--- config.mk ---
export PLATFORM = sky130hd
export DESIGN_NAME = cpal_access
export DESIGN_NICKNAME = d
export VERILOG_FILES = /design/src/rtl/cpal_pkg.sv /design/src/rtl/cpal_decode.sv /design/src/rtl/cpal_port.sv /design/src/rtl/cpal_store.sv /design/src/rtl/cpal_access.sv
export SDC_FILE = /design/constraint.sdc
export NUM_CORES = 2
export LEC_CHECK = 0
export ABC_AREA = 1
export BUFFER_PORTS_ARGS = -buffer_cell sky130_fd_sc_hd__buf_2
export CAP_MARGIN = 20
export CORE_MARGIN = 2
export CORE_UTILIZATION = 40
export DETAILED_ROUTE_END_ITERATION = 12
export SLEW_MARGIN = 25
export SYNTH_ARGS = -nofsm -noshare
export SYNTH_HDL_FRONTEND = slang
export SYNTH_SLANG_ARGS = --single-unit
--- constraint.sdc ---
create_clock -name clk -period 3.4 [get_ports clk]
set_input_delay 0.51 -clock clk [delete_from_list [all_inputs] [get_ports clk]]
set_output_delay 0.51 -clock clk [all_outputs]
set_load 0.1 [all_outputs]
--- src/rtl/cpal_pkg.sv ---
package cpal_pkg;
    localparam int NPORT  = 2;                 // background and object windows
    localparam int IDX_W  = 6;                 // byte index within a window
    localparam int BYTE_W = 8;
    localparam int PORT_W = $clog2(NPORT);
    localparam int BADR_W = PORT_W + IDX_W;    // byte address in the store
    localparam int ENT_W  = BADR_W - 1;        // colour entry number
    localparam int COL_W  = 15;

    typedef enum logic [2:0] {
        ACC_NONE,
        ACC_BG_IDX,
        ACC_BG_DAT,
        ACC_OBJ_IDX,
        ACC_OBJ_DAT
    } acc_e;
endpackage

--- src/rtl/cpal_decode.sv ---
module cpal_decode
    import cpal_pkg::*;
(
    input  logic [1:0]       bus_addr,
    input  logic             bus_wr,
    output logic [NPORT-1:0] idx_wr,
    output logic [NPORT-1:0] dat_wr
);
    acc_e acc;

    always_comb begin
        if (!bus_wr) begin
            acc = ACC_NONE;
        end else begin
            unique case (bus_addr)
                2'd0: acc = ACC_BG_IDX;
                2'd1: acc = ACC_BG_DAT;
                2'd2: acc = ACC_OBJ_IDX;
                2'd3: acc = ACC_OBJ_DAT;
            endcase
        end
    end

    always_comb begin
        idx_wr = '0;
        dat_wr = '0;
        unique case (acc)
            ACC_NONE:    ;
            ACC_BG_IDX:  idx_wr[0] = 1'b1;
            ACC_BG_DAT:  dat_wr[0] = 1'b1;
            ACC_OBJ_IDX: idx_wr[1] = 1'b1;
            ACC_OBJ_DAT: dat_wr[1] = 1'b1;
            default:     ;
        endcase
    end
endmodule

--- src/rtl/cpal_port.sv ---
module cpal_port
    import cpal_pkg::*;
(
    input  logic              clk,
    input  logic              rst_n,
    input  logic              idx_wr,
    input  logic              dat_wr,
    input  logic [BYTE_W-1:0] wdata,
    input  logic [BYTE_W-1:0] look_byte,
    output logic [IDX_W-1:0]  look_idx,
    output logic [IDX_W-1:0]  idx_q,
    output logic              inc_q,
    output logic [BYTE_W-1:0] data_q,
    output logic              st_we,
    output logic [IDX_W-1:0]  st_idx
);
    logic [IDX_W-1:0]  idx_d;
    logic              inc_d;
    logic [BYTE_W-1:0] data_d;

    // Next index and next data byte. The next index is also the address
    // that the store looks up for the data reload.
    always_comb begin
        idx_d  = idx_q;
        inc_d  = inc_q;
        data_d = data_q;
        if (idx_wr) begin
            idx_d  = wdata[IDX_W-1:0];
            inc_d  = wdata[BYTE_W-1];
            data_d = look_byte;
        end else if (dat_wr) begin
            if (inc_q) begin
                idx_d  = idx_q + IDX_W'(1);
                data_d = look_byte;
            end else begin
                data_d = wdata;
            end
        end
    end

    assign look_idx = idx_d;
    assign st_we    = dat_wr;
    assign st_idx   = idx_q;

    always_ff @(posedge clk or negedge rst_n) begin
        if (!rst_n) begin
            idx_q  <= '0;
            inc_q  <= 1'b0;
            data_q <= '0;
        end else begin
            idx_q  <= idx_d;
            inc_q  <= inc_d;
            data_q <= data_d;
        end
    end
endmodule

--- src/rtl/cpal_store.sv ---
module cpal_store
    import cpal_pkg::*;
(
    input  logic                         clk,
    input  logic                         rst_n,
    input  logic                         we,
    input  logic [BADR_W-1:0]            waddr,
    input  logic [BYTE_W-1:0]            wdata,
    input  logic [NPORT-1:0][BADR_W-1:0] look_addr,
    output logic [NPORT-1:0][BYTE_W-1:0] look_byte,
    input  logic [ENT_W-1:0]             disp_entry,
    output logic [COL_W-1:0]             disp_color
);
    localparam int NBYTE = 2 ** BADR_W;

    logic [BYTE_W-1:0] mem [NBYTE];

    always_ff @(posedge clk or negedge rst_n) begin
        if (!rst_n) begin
            for (int i = 0; i < NBYTE; i++) mem[i] <= '0;
        end else if (we) begin
            mem[waddr] <= wdata;
        end
    end

    for (genvar p = 0; p < NPORT; p++) begin : g_look
        assign look_byte[p] = mem[look_addr[p]];
    end

    logic [BYTE_W-1:0] lo_b, hi_b;
    assign lo_b = mem[{disp_entry, 1'b0}];
    assign hi_b = mem[{disp_entry, 1'b1}];
    assign disp_color = {hi_b[COL_W-BYTE_W-1:0], lo_b};
endmodule

--- src/rtl/cpal_access.sv ---
module cpal_access
    import cpal_pkg::*;
(
    input  logic        clk,
    input  logic        rst_n,
    input  logic [1:0]  bus_addr,
    input  logic        bus_wr,
    input  logic [7:0]  bus_wdata,
    output logic [7:0]  bus_rdata,
    input  logic [5:0]  disp_entry,
    output logic [14:0] disp_color
);
    logic [NPORT-1:0]             idx_wr, dat_wr, inc_q, st_we;
    logic [NPORT-1:0][IDX_W-1:0]  idx_q, look_idx, st_idx;
    logic [NPORT-1:0][BYTE_W-1:0] data_q, look_byte;
    logic [NPORT-1:0][BADR_W-1:0] look_addr;
    logic                         we;
    logic [BADR_W-1:0]            waddr;

    cpal_decode u_dec (
        .bus_addr (bus_addr),
        .bus_wr   (bus_wr),
        .idx_wr   (idx_wr),
        .dat_wr   (dat_wr)
    );

    for (genvar p = 0; p < NPORT; p++) begin : g_port
        cpal_port u_port (
            .clk       (clk),
            .rst_n     (rst_n),
            .idx_wr    (idx_wr[p]),
            .dat_wr    (dat_wr[p]),
            .wdata     (bus_wdata),
            .look_byte (look_byte[p]),
            .look_idx  (look_idx[p]),
            .idx_q     (idx_q[p]),
            .inc_q     (inc_q[p]),
            .data_q    (data_q[p]),
            .st_we     (st_we[p]),
            .st_idx    (st_idx[p])
        );
        assign look_addr[p] = {PORT_W'(p), look_idx[p]};
    end

    // At most one window writes per cycle.
    always_comb begin
        we    = 1'b0;
        waddr = '0;
        for (int p = 0; p < NPORT; p++) begin
            if (st_we[p]) begin
                we    = 1'b1;
                waddr = {PORT_W'(p), st_idx[p]};
            end
        end
    end

    cpal_store u_store (
        .clk        (clk),
        .rst_n      (rst_n),
        .we         (we),
        .waddr      (waddr),
        .wdata      (bus_wdata),
        .look_addr  (look_addr),
        .look_byte  (look_byte),
        .disp_entry (disp_entry),
        .disp_color (disp_color)
    );

    always_comb begin
        unique case (bus_addr[0])
            1'b0: bus_rdata = {inc_q[bus_addr[1]], 1'b1, idx_q[bus_addr[1]]};
            1'b1: bus_rdata = data_q[bus_addr[1]];
        endcase
    end
endmodule

### Yosys cells after proc, flatten, opt, wreduce, memory -nomap -nowiden

Index checks and enable logic that the tools add are counted.

* bits of input ports: 19
* output and inout port bits: 23
* bits in read-only memories: 0
* memory bits (writable): 0
* memories kept: 0
* flip-flop bits (word level): 1054
* word-level logic and storage cells: 204
* bits in latches: 0

* add/sub/neg operators: 2
* $lt $le $gt $ge: 7
* div/mod/pow operators: 0
* equality and inequality tests: 7
* multiplexer cells: 44
* shifts and indexed selects: 0
* reductions and logical operators: 4
* bitwise logic cells: 6
* multiply operators: 0

Operators with widths (number)
* bitwise mux 1024 bit: 1
* binary-select mux 8 bit (select 7 bit): 4
* 2-to-1 mux 8 bit: 15
* demux 8 bit (select 7 bit): 1
* 2-to-1 mux 6 bit: 9
* >= comparator 8 bit (second input constant): 5
* inverter 7 -> 8 bit: 4
* 2-to-1 mux 7 bit: 3
* case mux 8 bit (2 select lines): 1
* adder 6 x 1 -> 6 bit (second input constant): 2
* case mux 3 bit (4 select lines): 1
* < comparator 8 x 1 -> 1 bit (second input constant): 1
* 2-to-1 mux 1 bit: 8
* inverter 6 -> 8 bit: 1
* equality test 3 x 2 -> 1 bit (second input constant): 2
* equality test 2 bit (second input constant): 2
* nonzero test 2 bit: 2
* equality test 3 x 1 -> 1 bit (second input constant): 1
* equality test 3 bit (second input constant): 1
* 2-to-1 mux 3 bit: 1
* equality test 2 x 1 -> 1 bit (second input constant): 1
* zero test 2 bit: 1
* < comparator 1 x 2 -> 1 bit (second input constant): 1
* logical AND 1 bit: 1
* inverter 1 bit: 1

### Depth between registers and ports, before layout

* depth after elaboration: 14
* gate-level depth with buffers: 20
* gate-level depth less buffers: 18

### By module

A second synthesis with hierarchy kept.

* cells, all modules: 10537
* area, all modules: 67468.5 µm²

Modules (own cells, without submodules)
* cpal_store: times used 1, cells each 10200, seq. area each 25624.6 µm², area an instance 65265.1 µm²
* cpal_port: times used 2, cells each 106, seq. area each 375.4 µm², area an instance 824.5 µm²
* cpal_access: times used 1, cells each 109, seq. area each 0.0 µm², area an instance 461.7 µm²
* cpal_decode: times used 1, cells each 16, seq. area each 0.0 µm², area an instance 92.6 µm²

### Least setup slack after synthesis

No wires, ideal clock.

* path kind: input to output
* from: input disp_entry[1]
* to: output disp_color[6]
* arrival: 3.976 ns
* data required time: 2.890 ns
* slack: -1.086 ns
* path buffers: 3
* stages on the path: 9
* cells stage by stage: clkbuf_1 -> clkbuf_1 -> clkbuf_1 -> o21ai_0 -> o21ai_0 -> nor2_1 -> o32ai_1 -> o21ai_0 -> o21ai_0

* cells in the longest elaborated chain, start to end: 4

RTL lines
* start, declared: RTL line cpal_access.sv:10 `input logic [5:0] disp_entry,`
* inverter 7 -> 8 bit (not written as such): RTL line cpal_store.sv:31 `assign lo_b = mem[{disp_entry, 1'b0}];`
* binary-select mux 8 bit (select 7 bit): RTL line cpal_store.sv:31
* 2-to-1 mux 8 bit (not written as such) (2 in a row): RTL line cpal_store.sv:31
* end, declared: RTL line cpal_access.sv:11 `output logic [14:0] disp_color`

Every way passes these cells. The select of a mux whose other input is x is not followed.

### Worst setup path after layout

* from: input disp_entry[0]
* to: output disp_color[7]

The elaborated chain is that of the path after synthesis.

==> results.md <==
- The top cell type's share of synthesized area is 43.8%.
- The first detailed-routing pass ran for 9 iterations.
- The final routed DRC violation total is 0.
- The smallest hold slack is 157 ps.
- In this run the vertical extent of the chip is 392 um.
- VDD sags by at most 437 uV.
- The post-detailed-route wirelength per cell is 24.0 um.
- Summing every instance area after synthesis gives 60200 um2.
- 0 antenna diodes ended up in the layout.
- The count of synthesis-stage warnings from yosys is 0.
- After floorplanning, the core was divided into 142 placement rows.
- The CTS clock-pin slew for the worst setup and hold paths is 60 ps.
- The sequential share of the synthesized area is 43.8%.
- The arrival time of the worst setup path is 3120 ps.
- The combined flip-flop and latch cell area is 26400 um2.
- Across the run, the number of max-cap violations was 0.
- The post-route minimum period is 3630 ps.
- The number of buffers added by the clock tree synthesis step is 120.
- The die is 392 um wide.
- For this block, the initial DRC count from the detailed router was 9182.
- The number of cells on the worst hold path is 3.
- The fmax is 275 MHz.
- Once the floorplan was initialized, standard cells occupied 40.2% of the core.
- The area growth from synthesis to layout is 21.2%.
- After synthesis the netlist holds a flip-flop and latch count of 1054.
- The worst slew slack as a fraction of its limit is 43.0%.
- Counting the fill cells in the layout gives 14900.
- The average via count per standard cell is 5.82.
- Buffers placed on the I/O ports in this run total 41.
- The initial antenna violation count was 7.
- The routing usage on met3 is 8.35%.
- The met2 usage is 47.8%.
- In this run the mean area of a mapped cell was 7.10 um2.
- The via count of the first global-routing pass was 57000.
- The die footprint is 154000 um2.
- The checks that failed: setup timing.
- The smallest setup slack after layout is -231 ps.
- Global routing used 33.1% of the available tracks.
- The number of nets in the synthesized netlist is 8494.
- The number of endpoints with negative hold slack in the final report came to 0.
- The area occupied by multi-input gates is 28700 um2.
- The clock sink total is 1054.
- The number of instances in the synthesized netlist is 8472.
- The final-stage net count is 8682.
- The final number of max-transition violations was 0.
- Setup repair after global routing could not meet its margin everywhere.
- The clock tree from TritonCTS is done.
- In this run the remaining antenna-violating nets after routing total 0.
- In the layout the commonest cells are 2231 x nand2_1, 1282 x o21ai_0, 1077 x nand3_1, 1052 x dfrtp_1, 726 x inv_1.
- Once detailed placement completed, the half-perimeter wirelength came to 176000 um.
- The power per cell area is 607 nW/um2.
- The commonest non-fill, non-tap cell in the layout is nand2_1.
- The clock tree root buffer cell is clkbuf_16.
- The largest net degree at the start of global routing is 123.
- For this block, the via count after detailed routing is 62700.
- The placeable core area is 150000 um2.
- Along the worst path, the maximum fanout reaches 50.
- The total overflow left after global routing is 0.
- The worst setup path is launched from an input pin.
- The number of cells on the worst reg-to-reg path is 15.
- Setup violations remaining at the end of the flow were counted as 5.
- Yosys attributes the largest share of cell area to dfrtp_1 44%, nand2_1 14%, o21ai_0 12%, nand3_1 9.0%, inv_1 4.7%.
- The run finished, with violations left.
- STA puts the critical path data required time at 2890 ps.
- The busiest layer in global routing is met2.
- The congestion estimate from routability-driven global placement came to 1.02.
- The routing usage on met1 is 47.8%.
- The source-to-sink clock delay at the later pin of the worst-skew pair is 770 ps.
- The path type of the worst min-delay path is input pin to register.
- CTS built an H-tree with a depth of 3.
- Of all cell types, the one taking the most synthesized area is dfrtp_1.
- The share of final-layout standard cells stronger than drive strength 1 is 13.7%.
- In this run the count of I/O pins placed on the die edge is 42.
- For the pin with the worst max-slew slack, the measured transition is 855 ps.
- The final layout contains routed wiring with a total length of 259000 um.
- Between clock sinks in the finished design, the worst skew comes to 39.4 ps.
- The endpoint class of the critical path is an output port.
- The worst path uses 107% of the clock period.
- The first-pass GRT wire length is 382000 um.
- The class of the most critical setup path is input pin to output port.
- The total leakage power is 0.0326 uW.
- The longest clock path from root to sink contains 3 buffers.
- The final-layout setup total negative slack is -552 ps.
- The number of distinct library cells after synthesis is 41.
## routing by layer
metal	wire, um	share of wire, %	vias up
li1	-	-	28500
met3	31800	12	530
met2	108000	42	3766
met5	41	0.016	-
met4	9710	3.8	6
met1	109000	42	30000
## sequential cells by signal, summed over array words and instances (netlist names)
signal	count
g_port.u_port.data_q	16
g_port.u_port.idx_q	12
g_port.u_port.inc_q	2
u_store.mem	1024
## layout make-up
class	instances	area share, %
Sequential cell	1054	36.2
Clock inverter	60	1.28
Timing Repair Buffer	775	11.0
Multi-Input combinational cell	5931	39.4
Clock buffer	161	4.67
Inverter	778	4.05
Tap cell	2016	3.46
## cell usage after synthesis (all sizes together)
cell type  instances
nand2           2251
o21ai           1698
nand3           1081
dfrtp           1054
inv              772
clkbuf           480
a21oi            296
buf              229
nor2             205
nand3b           154
a221oi           100
o22ai             30
o211ai            25
nor3              21
o221ai            19
o311ai            18
o32ai             12
clkinv             6
nand4              5
o21bai             4
a32o               3
ha                 3
o31ai              3
a211oi             1
a21boi             1
or2                1
## worst max-delay path, cell delays in order
cell      delay [ps]
buf_16           140
buf_12           180
buf_12           200
buf_4            180
o21ai_0          160
o22ai_1          120
o21ai_0          560
o21bai_1         220
o311ai_0         170
nand3_1          150
nand2_1          120
buf_6            190
buf_12           150
## path summary, 6_finish.rpt
kind | slack [ps] | endpoint | from
min in group asynchronous | 280 | u_store.mem[206] | rst_n
hold reg to reg | 470 | u_store.mem[919] | u_store.mem[919]
max in group asynchronous | 1940 | u_store.mem[628] | rst_n
hold / removal | 160 | u_store.mem[1018] | bus_wdata[2]
setup reg to reg | 370 | g_port[0].u_port.data_q[6] | g_port[0].u_port.idx_q[0]
setup / recovery | -230 | disp_color[7] | disp_entry[0]
## report_power, final
part           total, uW  switching (uW)  internal [uW]
clock network      14400            5760           8680
registers          13900             623          13300
logic              15900           10600           5230
total              44300           17000          27200
## metrics by stage
step	power [uW]	utilization, %	cell area, um2	worst slack (ps)	instances
floorplan	22600	-	60200	175	8472
global route	46000	48.8	72900	-229	10800
global placement	29100	45.1	67500	-622	10500
CTS	43700	48.3	72300	-338	10800
detailed placement	29200	45.1	67500	-611	10500
finish	44300	48.8	72900	-231	10800
## cell families (layout without fill, tap and decap cells)
kind of cell | Yosys count | in the layout | synth area share (%)
and+or+nand+nor | 3718 | 3718 | 26.7
buffers and inverters | 1487 | 1774 | 9.80
AOI/OAI and AO/OA | 2210 | 2210 | 19.6
DFF | 1054 | 1054 | 43.8
adders and majority gates | 3 | 3 | 0.0624
## what timing repair did
item,4_1_cts,5_1_grt
pin swaps,21,66
endpoints found under the hold margin,26,0
resized for setup,125,181
cloned,1,1
setup buffers,4,20
setup endpoints to repair,15,15
hold buffers,1,0
No activity file was read; power rests on OpenSTA's default activity.
